===== src/rtl/sfu_pkg.sv =====
package sfu_pkg;

  localparam int PSW_W = 8;

  // Bit positions inside the packed status byte; neighbours decode these.
  localparam int POS_C     = 0;
  localparam int POS_Z     = 1;
  localparam int POS_I     = 2;
  localparam int POS_H     = 3;
  localparam int POS_B     = 4;
  localparam int POS_SPARE = 5;
  localparam int POS_V     = 6;
  localparam int POS_N     = 7;

  localparam logic [PSW_W-1:0] SPARE_MASK = PSW_W'(1) << POS_SPARE;

  typedef enum logic [1:0] {
    CLS_MOVE  = 2'b00,
    CLS_ARITH = 2'b01,
    CLS_SHIFT = 2'b10,
    CLS_ALT   = 2'b11
  } alu_class_e;

  // Per-bit request: en marks the bits a source wants to load, val their values.
  typedef struct packed {
    logic [PSW_W-1:0] en;
    logic [PSW_W-1:0] val;
  } flag_upd_t;

endpackage


===== src/rtl/sfu_result_eval.sv =====
module sfu_result_eval
  import sfu_pkg::*;
#(
  parameter int DW = 8
) (
  input  logic          res_valid,
  input  logic [1:0]    res_class,
  input  logic [DW-1:0] res_data,
  input  logic          res_carry,
  input  logic          res_half,
  input  logic          res_ovf,
  output flag_upd_t     upd
);

  logic is_zero;
  assign is_zero = (res_data == '0);

  always_comb begin
    upd = '0;
    if (res_valid) begin
      upd.en[POS_N]  = 1'b1;
      upd.val[POS_N] = res_data[DW-1];
      upd.en[POS_Z]  = 1'b1;
      upd.val[POS_Z] = is_zero;
      unique case (alu_class_e'(res_class))
        CLS_ARITH: begin
          upd.en[POS_C]  = 1'b1;
          upd.val[POS_C] = res_carry;
          upd.en[POS_V]  = 1'b1;
          upd.val[POS_V] = res_ovf;
          upd.en[POS_H]  = 1'b1;
          upd.val[POS_H] = res_half;
        end
        CLS_SHIFT: begin
          upd.en[POS_C]  = 1'b1;
          upd.val[POS_C] = res_carry;
        end
        default: ;
      endcase
    end
  end

endmodule


===== src/rtl/sfu_cmd_eval.sv =====
module sfu_cmd_eval
  import sfu_pkg::*;
#(
  parameter int DW = 8
) (
  input  logic          cmd_ei,
  input  logic          cmd_di,
  input  logic          cmd_clrv,
  input  logic          cmd_bit,
  input  logic [DW-1:0] bit_mem,
  input  logic          cmd_brk,
  input  logic          irq_ack,
  output flag_upd_t     upd
);

  always_comb begin
    upd = '0;
    // Interrupt enable: acceptance and disable beat enable.
    if (irq_ack || cmd_di) begin
      upd.en[POS_I]  = 1'b1;
      upd.val[POS_I] = 1'b0;
    end else if (cmd_ei) begin
      upd.en[POS_I]  = 1'b1;
      upd.val[POS_I] = 1'b1;
    end
    // Overflow and half carry: the clear strobe beats the bit-test copy.
    if (cmd_clrv) begin
      upd.en[POS_V]  = 1'b1;
      upd.val[POS_V] = 1'b0;
      upd.en[POS_H]  = 1'b1;
      upd.val[POS_H] = 1'b0;
    end else if (cmd_bit) begin
      upd.en[POS_V]  = 1'b1;
      upd.val[POS_V] = bit_mem[DW-2];
    end
    if (cmd_bit) begin
      upd.en[POS_N]  = 1'b1;
      upd.val[POS_N] = bit_mem[DW-1];
    end
    if (cmd_brk) begin
      upd.en[POS_B]  = 1'b1;
      upd.val[POS_B] = 1'b1;
    end
  end

endmodule


===== src/rtl/sfu_flag_bank.sv =====
module sfu_flag_bank
  import sfu_pkg::*;
#(
  parameter int               W         = PSW_W,
  parameter logic [W-1:0]     RESET_VAL = '0,
  parameter logic [W-1:0]     TIE_LOW   = SPARE_MASK
) (
  input  logic         clk,
  input  logic         rst,
  input  logic         wr_en,
  input  logic [W-1:0] wr_data,
  input  flag_upd_t    cmd_upd,
  input  flag_upd_t    res_upd,
  output logic [W-1:0] q
);

  for (genvar i = 0; i < W; i++) begin : g_bit
    if (TIE_LOW[i]) begin : g_tied
      assign q[i] = 1'b0 & (wr_data[i] | cmd_upd.en[i] | cmd_upd.val[i]
                            | res_upd.en[i] | res_upd.val[i]);
    end else begin : g_reg
      logic bit_q;
      always_ff @(posedge clk) begin
        if (rst)                 bit_q <= RESET_VAL[i];
        else if (wr_en)          bit_q <= wr_data[i];
        else if (cmd_upd.en[i])  bit_q <= cmd_upd.val[i];
        else if (res_upd.en[i])  bit_q <= res_upd.val[i];
      end
      assign q[i] = bit_q;
    end
  end

endmodule


===== src/rtl/stat_flag_unit.sv =====
module stat_flag_unit
  import sfu_pkg::*;
#(
  parameter int               DW        = 8,
  parameter logic [PSW_W-1:0] RESET_VAL = 8'h00
) (
  input  logic             clk,
  input  logic             rst,
  input  logic             res_valid,
  input  logic [1:0]       res_class,
  input  logic [DW-1:0]    res_data,
  input  logic             res_carry,
  input  logic             res_half,
  input  logic             res_ovf,
  input  logic             cmd_ei,
  input  logic             cmd_di,
  input  logic             cmd_clrv,
  input  logic             cmd_bit,
  input  logic [DW-1:0]    bit_mem,
  input  logic             cmd_brk,
  input  logic             irq_ack,
  input  logic             wr_en,
  input  logic [PSW_W-1:0] wr_data,
  output logic [PSW_W-1:0] psw,
  output logic             flag_n,
  output logic             flag_v,
  output logic             flag_b,
  output logic             flag_h,
  output logic             flag_i,
  output logic             flag_z,
  output logic             flag_c
);

  flag_upd_t res_upd;
  flag_upd_t cmd_upd;

  sfu_result_eval #(.DW(DW)) u_res (
    .res_valid (res_valid),
    .res_class (res_class),
    .res_data  (res_data),
    .res_carry (res_carry),
    .res_half  (res_half),
    .res_ovf   (res_ovf),
    .upd       (res_upd)
  );

  sfu_cmd_eval #(.DW(DW)) u_cmd (
    .cmd_ei   (cmd_ei),
    .cmd_di   (cmd_di),
    .cmd_clrv (cmd_clrv),
    .cmd_bit  (cmd_bit),
    .bit_mem  (bit_mem),
    .cmd_brk  (cmd_brk),
    .irq_ack  (irq_ack),
    .upd      (cmd_upd)
  );

  sfu_flag_bank #(
    .W         (PSW_W),
    .RESET_VAL (RESET_VAL & ~SPARE_MASK),
    .TIE_LOW   (SPARE_MASK)
  ) u_bank (
    .clk     (clk),
    .rst     (rst),
    .wr_en   (wr_en),
    .wr_data (wr_data),
    .cmd_upd (cmd_upd),
    .res_upd (res_upd),
    .q       (psw)
  );

  assign flag_n = psw[POS_N];
  assign flag_v = psw[POS_V];
  assign flag_b = psw[POS_B];
  assign flag_h = psw[POS_H];
  assign flag_i = psw[POS_I];
  assign flag_z = psw[POS_Z];
  assign flag_c = psw[POS_C];

endmodule


===== config.mk =====
export PLATFORM = sky130hd
export DESIGN_NAME = stat_flag_unit
export DESIGN_NICKNAME = d
export VERILOG_FILES = /design/src/rtl/sfu_pkg.sv /design/src/rtl/sfu_result_eval.sv /design/src/rtl/sfu_cmd_eval.sv /design/src/rtl/sfu_flag_bank.sv /design/src/rtl/stat_flag_unit.sv
export SDC_FILE = /design/constraint.sdc
export NUM_CORES = 1
export LEC_CHECK = 0
export BUFFER_PORTS_ARGS = -buffer_cell sky130_fd_sc_hd__buf_2
export CAP_MARGIN = 10
export CORE_AREA = 5 5 57 59
export CTS_BUF_LIST = sky130_fd_sc_hd__clkbuf_4 sky130_fd_sc_hd__clkbuf_8 sky130_fd_sc_hd__clkbuf_16
export DETAILED_ROUTE_END_ITERATION = 12
export DIE_AREA = 0 0 62 64
export GPL_TIMING_DRIVEN = 0
export PLACE_DENSITY_LB_ADDON = 0.2
export RECOVER_POWER = 25
export SLEW_MARGIN = 20
export SYNTH_ARGS = -nofsm -noshare
export SYNTH_HDL_FRONTEND = slang
export SYNTH_HIERARCHICAL = 1
export SYNTH_SLANG_ARGS = --single-unit

===== constraint.sdc =====
create_clock -name clk -period 1.68 [get_ports clk]
set_input_delay 0.336 -clock clk [delete_from_list [all_inputs] [get_ports clk]]
set_output_delay 0.336 -clock clk [all_outputs]
set_load 0.05 [all_outputs]

==> results of run 1 <==
-- power by group through the flow --
stage | registers [W] | clock network [W] | logic [W]
final | 0.000184 | 0.000170 | 0.000287
after global routing | 0.000186 | 0.000195 | 0.000310
after CTS | 0.000184 | 0.000182 | 0.000294
after detailed placement | 0.000187 | 0 | 0.000294
after global placement | 0.000187 | 0 | 0.000290
after floorplan | 0.000185 | 0 | 0.000223
-- cells in the final DEF (no fill, tap or decap) --
cell	instances
or3_1	8
buf_4	31
ha_1	1
and4_1	1
and3b_1	1
and2b_1	1
mux2i_1	7
or4bb_1	1
inv_1	1
nand2_1	7
nor3b_1	1
and2_1	4
nand4bb_1	6
clkbuf_1	2
nor2_1	2
clkbuf_4	4
conb_1	10
dfxtp_1	7
o221ai_2	4
nor4_1	1
buf_6	2
or2_2	1
o221ai_1	3
buf_2	44
and3_1	2
-- cell type report --
cell class              instances  area (sq um)  area share
clock buffers                   4         30.03     0.02617
well taps                      31         38.79     0.03381
repair buffers                 44         220.2      0.1919
inverters                       1         3.754    0.003272
plain buffers                  35         262.8      0.2290
flip-flops and latches          7         140.1      0.1221
multi-input cells              61         451.7      0.3937
-- tightest hold or removal path, stage by stage --
cell	delay, ns
buf_4	0.08
nand4bb_1	0.09
o221ai_1	0.07
-- per-stage QoR --
stage | cell area (sq um) | util | total power (W) | instances
2_1_floorplan | 878.3 | - | 0.0004082 | 104
3_3_place_gp | 1137 | 0.4272 | 0.0004769 | 179
3_5_place_dp | 1137 | 0.4272 | 0.0004809 | 179
4_1_cts | 1167 | 0.4384 | 0.0006592 | 183
5_1_grt | 1147 | 0.4309 | 0.0006904 | 183
6_report | 1147 | 0.4309 | 0.0006399 | 183
-- metal layers --
| layer | up-vias | part of all wire |
|---|---|---|
| li1 | 413 | - |
| met1 | 345 | 0.38 |
| met2 | 22 | 0.53 |
| met3 | 2 | 0.073 |
| met4 | 0 | 0.010 |
| met5 | - | 0 |
-- worst paths after layout --
kind | slack (ns) | depth (start not counted) | endpoint | start
setup reg to reg | 0.94 | 2 | u_bank/g_bit[0].g_reg.bit_q | u_bank/g_bit[0].g_reg.bit_q
hold / removal | 0.36 | 3 | u_bank/g_bit[4].g_reg.bit_q | cmd_brk
hold reg to reg | 0.58 | 2 | u_bank/g_bit[7].g_reg.bit_q | u_bank/g_bit[7].g_reg.bit_q
setup / recovery | 0.31 | 3 | flag_c | u_bank/g_bit[0].g_reg.bit_q
==> summary.txt, run 1 <==
Critical path
  • Highest-delay cell along the critical path: dfxtp_1
  • Critical path buffers and inverters: 3
  • Worst EP required: 1.34 ns
  • Top delay family on crit path: buffers and inverters
  • CP cell instances: buf_4 -> buf_4 -> buf_2
  • Max FO, Critical Path: 2
  • WS Path Type: register to output pin
  • Crit start category: register
  • Endpoint type of the worst setup path: output pin
  • Critical path's largest stage delay: 0.34 ns
  • Worst path most repeated cell: buf_4
  • Worst path arrival time: 1.03 ns

STA
  • Rel. slew slack: 0.6202
  • Clk_skew: 0 ns
  • Setup TNS: 0 ns
  • Actual slew at the worst max-slew pin: 0.5697 ns
  • Period utilisation layout: 0.8152
  • Hold Violations, Final: 0
  • # setup viols final: 0
  • RSZ-0062 raised after global routing: no
  • FMAX: 0.7302 GHz
  • Smallest hold slack: 0.3576 ns
  • Final min period: 1.369 ns
  • Worst Slack Setup Final: 0.3105 ns
  • Slew Limit Fails: 0

Placed design
  • Port Buffers: 44
  • DP Wirelength: 1617 microns
  • Pre-CTS WS: 0.2145 ns
  • GP Congestion: 0.7431

Cells and area
  • Biggest register: u_bank/g_bit.g_reg.bit_q
  • Top Registers: u_bank/g_bit.g_reg.bit_q: 7 flops
  • Area Growth Syn to Fin: 34.65%
  • Max FFs per register: 7
  • Fill cells: 296
  • Final nets: 193
  • Ant diodes: 0
  • Share of post-route cells with drive strength above 1: 0.5658

Synth
  • Post-Synthesis Cell Area: 852.1 sq um
  • Synth warn: 6
  • Avg Cell Area, Syn: 8.784 sq um
  • Syn Inst Count: 97

GRT
  • Most crowded layer after global routing: met2
  • Initial antenna violation count: 0
  • Met1 usage: 0.1091
  • Met2 Track Usage GR: 0.1762
  • First-pass GRT wire length: 3105 microns
  • Vias in the first global route: 775
  • Total congestion overflow: 0
  • Met3 Track Usage GR: 0.02213
  • Total Routing Usage GR: 0.1016
  • Largest net degree at the start of global routing: 11

Worst hold path
  • Min-delay worst type: primary input to register

Floorplan
  • Die height: 64 microns
  • FP Rows: 19
  • DIE AREA: 3968 sq um
  • Core region area: 2663 sq um
  • # IOs: 54
  • Die Span X: 62 microns
  • Initial core utilization: 0.3200

Pwr
  • Clk network pwr share: 0.265
  • Sequential power share: 0.287
  • Combinational share of power: 0.448
  • Net Sw Frac: 0.3527
  • Max IR drop VDD: 0.2869 mV
  • Pint: 0.0004142 W
  • Psw: 0.0002257 W
  • PwrDens: 557.7 nW/um^2
  • Cell leakage power: 0.6207 nW

Drt
  • Pre-antenna DRT Iters: 4
  • Via-to-Cell Ratio: 4.273
  • Post-Route WL: 1894 microns
  • Via total after detailed routing: 782
  • # DRC: 0
  • Post-DR wirelength/cell: 10.35 microns
  • DRT iter0 DRCs: 12
  • Post-DRT Antenna Nets: 0

CTS
  • Hold buffers post-CTS: 0
  • CTS max path bufs: 2
  • CTS tree: built
  • Clock root cell: clkbuf_4
  • # H-tree levels: 1
  • Clock sinks: 7
  • Gates resized, CTS repair: 0
  • Worst skew pair latency: 0.25 ns
  • Post-CTS setup buffer count: 0
  • CTS Buf Count: 3
  • Clk slew on worst S/H paths: 0.05 ns

Status
  • Outcome: finished, final reports clean

Job
  • Max-cap violation count: 0
No activity file was read; power rests on OpenSTA's default activity.
==> run 2: changes to the inputs <==
--- a/config.mk
+++ b/config.mk
@@ -5,12 +5,13 @@
 export SDC_FILE = /design/constraint.sdc
 export NUM_CORES = 1
 export LEC_CHECK = 0
+export ABC_AREA = 1
 export BUFFER_PORTS_ARGS = -buffer_cell sky130_fd_sc_hd__buf_2
 export CAP_MARGIN = 10
-export CORE_AREA = 5 5 57 59
+export CORE_AREA = 5 5 58 60
 export CTS_BUF_LIST = sky130_fd_sc_hd__clkbuf_4 sky130_fd_sc_hd__clkbuf_8 sky130_fd_sc_hd__clkbuf_16
 export DETAILED_ROUTE_END_ITERATION = 12
-export DIE_AREA = 0 0 62 64
+export DIE_AREA = 0 0 63 65
 export GPL_TIMING_DRIVEN = 0
 export PLACE_DENSITY_LB_ADDON = 0.2
 export RECOVER_POWER = 25
==> constraint.sdc (replaced) <==
create_clock -name clk -period 1.1 [get_ports clk]
set_input_delay 0.22 -clock clk [delete_from_list [all_inputs] [get_ports clk]]
set_output_delay 0.22 -clock clk [all_outputs]
set_load 0.05 [all_outputs]
==> summary.txt, run 2 <==
Drt
  • # DRC: 0 (unchanged)
  • Via-to-Cell Ratio: 3.612 (was 4.273)
  • Post-DR wirelength/cell: 7.511 microns (was 10.35 microns)
  • Post-Route WL: 1705 microns (was 1894 microns)
  • Pre-antenna DRT Iters: 2 (was 4)
  • DRT iter0 DRCs: 9 (was 12)
  • Post-DRT Antenna Nets: 0 (unchanged)
  • Via total after detailed routing: 820 (was 782)

CTS
  • CTS Buf Count: 3 (unchanged)
  • Worst skew pair latency: 0.26 ns (was 0.25 ns)
  • Clk slew on worst S/H paths: 0.06 ns (was 0.05 ns)
  • Clock root cell: clkbuf_4 (unchanged)
  • CTS tree: built (unchanged)
  • CTS max path bufs: 2 (unchanged)
  • Clock sinks: 7 (unchanged)
  • # H-tree levels: 1 (unchanged)

Critical path
  • Worst EP required: 0.88 ns (was 1.34 ns)
  • Highest-delay cell along the critical path: dfxtp_2 (was dfxtp_1)
  • CP cell instances: buf_2 (was buf_4 -> buf_4 -> buf_2)
  • Worst path arrival time: 0.85 ns (was 1.03 ns)
  • Flop-to-flop setup slack: 0.34 ns (was 0.94 ns)
  • Critical path buffers and inverters: 1 (was 3)
  • Crit start category: register (unchanged)
  • Top delay family on crit path: flip-flops (was buffers and inverters)
  • WS Path Type: register to output pin (unchanged)
  • Endpoint type of the worst setup path: output pin (unchanged)
  • Max FO, Critical Path: 3 (was 2)
  • Critical path's largest stage delay: 0.34 ns (about the same)

Pwr
  • Cell leakage power: 0.7319 nW (was 0.6207 nW)
  • Pint: 0.0006813 W (was 0.0004142 W)
  • Sequential power share: 0.268 (was 0.287)
  • PwrDens: 844.8 nW/um^2 (was 557.7 nW/um^2)
  • Net Sw Frac: 0.3784 (was 0.3527)
  • Total Power: 0.001096 W (was 0.0006399 W)
  • Clk network pwr share: 0.253 (was 0.265)
  • Psw: 0.0004148 W (was 0.0002257 W)
  • Combinational share of power: 0.480 (was 0.448)
  • Max IR drop VDD: 0.3754 mV (was 0.2869 mV)

STA
  • Worst Slack Setup Final: 0.02686 ns (was 0.3105 ns)
  • # setup viols final: 0 (unchanged)
  • Setup TNS: 0 ns (unchanged)
  • FMAX: 0.9318 GHz
  • Final min period: 1.073 ns
  • Hold Violations, Final: 0 (unchanged)
  • Clk_skew: 0 ns (unchanged)
  • Period utilisation layout: 0.9756
  • Slew Limit Fails: 0 (unchanged)
  • RSZ-0062 raised after global routing: no (unchanged)
  • Smallest hold slack: 0.2158 ns (was 0.3576 ns)

Cells and area
  • Share of post-route cells with drive strength above 1: 0.5052 (was 0.5658)
  • Most frequent cells in the layout: inv_1, buf_2, nand2_1 (was buf_2, buf_4, conb_1)
  • Ant diodes: 0 (unchanged)
  • Final nets: 235 (was 193)
  • Area Growth Syn to Fin: 42.44% (was 34.65%)
  • Biggest register: u_bank/g_bit.g_reg.bit_q (unchanged)
  • Most common cell after layout, fill and taps aside: inv_1 (was buf_2)
  • Max FFs per register: 7 (unchanged)
  • Top Registers: u_bank/g_bit.g_reg.bit_q: 7 flops (unchanged)
  • Final instance area: 1297 sq um (was 1147 sq um)

Floorplan
  • Initial core utilization: 0.3165 (was 0.3200)
  • Core region area: 2878 sq um (was 2663 sq um)
  • # IOs: 54 (unchanged)
  • DIE AREA: 4095 sq um (was 3968 sq um)
  • Die height: 65 microns (was 64 microns)
  • Die Span X: 63 microns (was 62 microns)
  • FP Rows: 20 (was 19)

Placed design
  • Placed cell areas: 1194 sq um (was 1137 sq um)
  • GP Congestion: 0.6763 (was 0.7431)
  • DP Wirelength: 1495 microns (was 1617 microns)
  • Port Buffers: 43 (was 44)
  • Pre-CTS WS: -0.08084 ns (was 0.2145 ns)

Synth
  • Avg Cell Area, Syn: 6.239 sq um (was 8.784 sq um)
  • Post-Synthesis Cell Area: 910.9 sq um (was 852.1 sq um)
  • Syn Inst Count: 146 (was 97)
  • Synth warn: 6 (unchanged)

GRT
  • Largest net degree at the start of global routing: 9 (was 11)
  • First-pass GRT wire length: 2732 microns (was 3105 microns)
  • Initial antenna violation count: 0 (unchanged)
  • Total congestion overflow: 0 (unchanged)
  • Vias in the first global route: 708 (was 775)
  • Total Routing Usage GR: 0.08201 (was 0.1016)

Status
  • Outcome: finished, final reports clean (unchanged)

Worst hold path
  • Min-delay worst type: primary input to register (unchanged)

Job
  • Max-cap violation count: 0 (unchanged)
[run 2: layout make-up]
class	instances	area, sq um
repair buffers	44	306.5
well taps	33	41.29
plain buffers	25	217.7
flip-flops and latches	7	148.9
inverters	41	168.9
fillers	318	1580
clock buffers	4	30.03
multi-input cells	73	384.1
[run 2: path summary, 6_finish.rpt]
kind,startpoint,to,depth (start not counted)
min reg2reg,u_bank/g_bit[2].g_reg.bit_q,u_bank/g_bit[2].g_reg.bit_q,4
min,wr_data[3],u_bank/g_bit[3].g_reg.bit_q,3
max reg2reg,u_bank/g_bit[0].g_reg.bit_q,u_bank/g_bit[0].g_reg.bit_q,5
max,u_bank/g_bit[6].g_reg.bit_q,psw[6],1
[run 2: through the flow]
stage | std cells | utilization
2_1_floorplan | 153 | -
3_3_place_gp | 229 | 0.4148
3_5_place_dp | 229 | 0.4148
4_1_cts | 227 | 0.4461
5_1_grt | 227 | 0.4509
6_report | 227 | 0.4509
[run 2: worst register-to-register path, cell delays in order, from the launching register on]
cell	delay [ns]
dfxtp_2	0.35
buf_4	0.10
inv_1	0.03
nand2_1	0.04
nand3_1	0.07
a21oi_2	0.11
[run 2: per-layer routing]
layer  up-vias  GRT usage  wire [microns]
li1        481          -               -
met1       312    0.09563             747
met2        23     0.1397             823
met3         4   0.008666              96
met4         0    0.05570              38
met5         -          0               0
[run 2: timing repair]
item | CTS | global route
hold buffers | 0 | 0
endpoints found under the setup margin | 14 | 6
setup buffers | 1 | 0
gates resized for setup | 35 | 6
cloned | 0 | 0
[run 2: power by group through the flow]
stage                     logic (W)  clock network [W]  registers, W
after detailed placement   0.000490                  0      0.000287
after CTS                  0.000522           0.000288      0.000293
after global placement     0.000490                  0      0.000287
final                      0.000526           0.000277      0.000293
after floorplan            0.000381                  0      0.000285
after global routing       0.000570           0.000296      0.000297
==> run 3: changes to the inputs <==
==> constraint.sdc (replaced) <==
create_clock -name clk -period 1.3 [get_ports clk]
set_input_delay 0.26 -clock clk [delete_from_list [all_inputs] [get_ports clk]]
set_output_delay 0.26 -clock clk [all_outputs]
set_load 0.05 [all_outputs]
==> summary.txt, run 3 (synthesis gave the netlist of run 2 again) <==
CTS
  • Clock sinks: 7 (unchanged)
  • Clk slew on worst S/H paths: 0.06 ns (about the same)
  • CTS tree: built (unchanged)
  • Clock root cell: clkbuf_4 (unchanged)
  • Worst skew pair latency: 0.26 ns (about the same)
  • # H-tree levels: 1 (unchanged)
  • CTS Buf Count: 3 (unchanged)
  • CTS max path bufs: 2 (unchanged)
  • Hold buffers post-CTS: 0 (unchanged)

GRT
  • Largest net degree at the start of global routing: 9 (unchanged)
  • First-pass GRT wire length: 2704 microns (was 2732 microns)
  • Met1 usage: 0.09563 (unchanged)
  • Initial antenna violation count: 0 (unchanged)
  • Met2 Track Usage GR: 0.1372 (was 0.1397)
  • Vias in the first global route: 699 (was 708)
  • Most crowded layer after global routing: met2 (unchanged)
  • Total Routing Usage GR: 0.08129 (was 0.08201)
  • Met3 Track Usage GR: 0.008666 (unchanged)
  • Total congestion overflow: 0 (unchanged)

Status
  • Outcome: finished, final reports clean (unchanged)

Cells and area
  • Most common cell after layout, fill and taps aside: inv_1 (unchanged)
  • Ant diodes: 0 (unchanged)
  • Max FFs per register: 7 (unchanged)
  • Top Registers: u_bank/g_bit.g_reg.bit_q: 7 flops (unchanged)
  • Share of post-route cells with drive strength above 1: 0.4800 (was 0.5052)
  • Final nets: 241 (was 235)
  • Area Growth Syn to Fin: 35.71% (was 42.44%)
  • Final instance area: 1236 sq um (was 1297 sq um)
  • Biggest register: u_bank/g_bit.g_reg.bit_q (unchanged)
  • Most frequent cells in the layout: inv_1, buf_2, buf_4 (was inv_1, buf_2, nand2_1)

Drt
  • Via total after detailed routing: 828 (was 820)
  • # DRC: 0 (unchanged)
  • Pre-antenna DRT Iters: 2 (unchanged)
  • Post-DR wirelength/cell: 7.189 microns (was 7.511 microns)
  • Via-to-Cell Ratio: 3.554 (was 3.612)
  • Post-Route WL: 1675 microns (was 1705 microns)
  • DRT iter0 DRCs: 9 (unchanged)
  • Post-DRT Antenna Nets: 0 (unchanged)

Floorplan
  • Core region area: 2878 sq um (unchanged)
  • DIE AREA: 4095 sq um (unchanged)
  • Initial core utilization: 0.3165 (unchanged)
  • # IOs: 54 (unchanged)
  • Die height: 65 microns (unchanged)
  • Die Span X: 63 microns (unchanged)
  • FP Rows: 20 (unchanged)

Critical path
  • Worst EP required: 1.04 ns (was 0.88 ns)
  • Worst path arrival time: 1.01 ns (was 0.85 ns)
  • Worst path most repeated cell: buf_4
  • Crit start category: register (unchanged)
  • WS Path Type: register to output pin (unchanged)
  • Max FO, Critical Path: 2 (was 3)
  • Highest-delay cell along the critical path: dfxtp_1 (was dfxtp_2)
  • Endpoint type of the worst setup path: output pin (unchanged)
  • CP cell instances: buf_4 -> buf_4 -> clkbuf_4 (was buf_2)
  • Critical path's largest stage delay: 0.31 ns (was 0.34 ns)

STA
  • Period utilisation layout: 0.9735
  • Slew Limit Fails: 0 (unchanged)
  • Clk_skew: 0 ns (unchanged)
  • Setup TNS: 0 ns (unchanged)
  • Final min period: 1.266 ns
  • Smallest hold slack: 0.2572 ns (was 0.2158 ns)
  • Hold Violations, Final: 0 (unchanged)
  • FMAX: 0.7902 GHz
  • # setup viols final: 0 (unchanged)

Pwr
  • Combinational share of power: 0.471 (was 0.480)
  • Pint: 0.0005481 W (was 0.0006813 W)
  • Net Sw Frac: 0.3830 (was 0.3784)
  • Psw: 0.0003402 W (was 0.0004148 W)
  • Clk network pwr share: 0.261 (was 0.253)
  • Max IR drop VDD: 0.3168 mV (was 0.3754 mV)
  • Sequential power share: 0.267 (was 0.268)
  • PwrDens: 718.6 nW/um^2 (was 844.8 nW/um^2)
  • Cell leakage power: 0.7375 nW (was 0.7319 nW)

Placed design
  • DP Wirelength: 1495 microns (unchanged)
  • Port Buffers: 43 (unchanged)
  • GP Congestion: 0.6763 (unchanged)
  • Placed cell areas: 1194 sq um (unchanged)

Worst hold path
  • Min-delay worst type: primary input to register (unchanged)

Job
  • Max-cap violation count: 0 (unchanged)
run 3: path summary, 6_finish.rpt:
kind | cells past startpoint | from | slack [ns] | endpoint
worst max-delay path | 3 | u_bank/g_bit[3].g_reg.bit_q | 0.03 | flag_h
worst max register to register | 4 | u_bank/g_bit[7].g_reg.bit_q | 0.64 | u_bank/g_bit[7].g_reg.bit_q
worst min-delay path | 3 | wr_data[3] | 0.26 | u_bank/g_bit[3].g_reg.bit_q
worst min register to register | 4 | u_bank/g_bit[3].g_reg.bit_q | 0.55 | u_bank/g_bit[3].g_reg.bit_q
run 3: timing repair:
item                                    CTS  global route
buffers inserted                          0             0
endpoints found under the setup margin    1             6
hold endpoints to repair                  0             0
pin swaps                                 0             0
gates resized for setup                   1             8
gates cloned                              0             0
run 3: metal layers:
metal | part of all wire | vias to the layer above
li1 | - | 492
met1 | 0.44 | 309
met2 | 0.48 | 23
met3 | 0.057 | 4
met4 | 0.023 | 0
met5 | 0 | -
run 3: critical path: cells and delay by family (launching register included):
kind | cells | cell delay (ns)
DFF | 1 | 0.31
buffers and inverters | 3 | 0.44
run 3: final cells by class:
type / instances / area [sq um]
buffer: 32 / 244.0
clock buffer: 4 / 30.03
fill: 326 / 1642
inverter: 41 / 168.9
multi-input combinational: 73 / 380.4
sequential: 7 / 140.1
tap: 33 / 41.29
timing repair buffer: 43 / 231.5
run 3: per-stage QoR:
step	cells	setup WS [ns]	power (W)	util
2_1_floorplan	153	0.2222	0.0005640	-
3_3_place_gp	229	0.06825	0.0006567	0.4148
3_5_place_dp	229	0.07916	0.0006575	0.4148
4_1_cts	233	0.009185	0.0008984	0.4261
5_1_grt	233	-0.0005490	0.0009482	0.4296
6_report	233	0.03449	0.0008883	0.4296
run 3: power by group through the flow:
stage | Clock [W] | Sequential [W] | Combinational, W
global placement | 0 | 0.000242 | 0.000414
floorplan | 0 | 0.000241 | 0.000323
detailed placement | 0 | 0.000243 | 0.000415
global route | 0.000251 | 0.000240 | 0.000458
CTS | 0.000244 | 0.000238 | 0.000417
finish | 0.000232 | 0.000238 | 0.000419
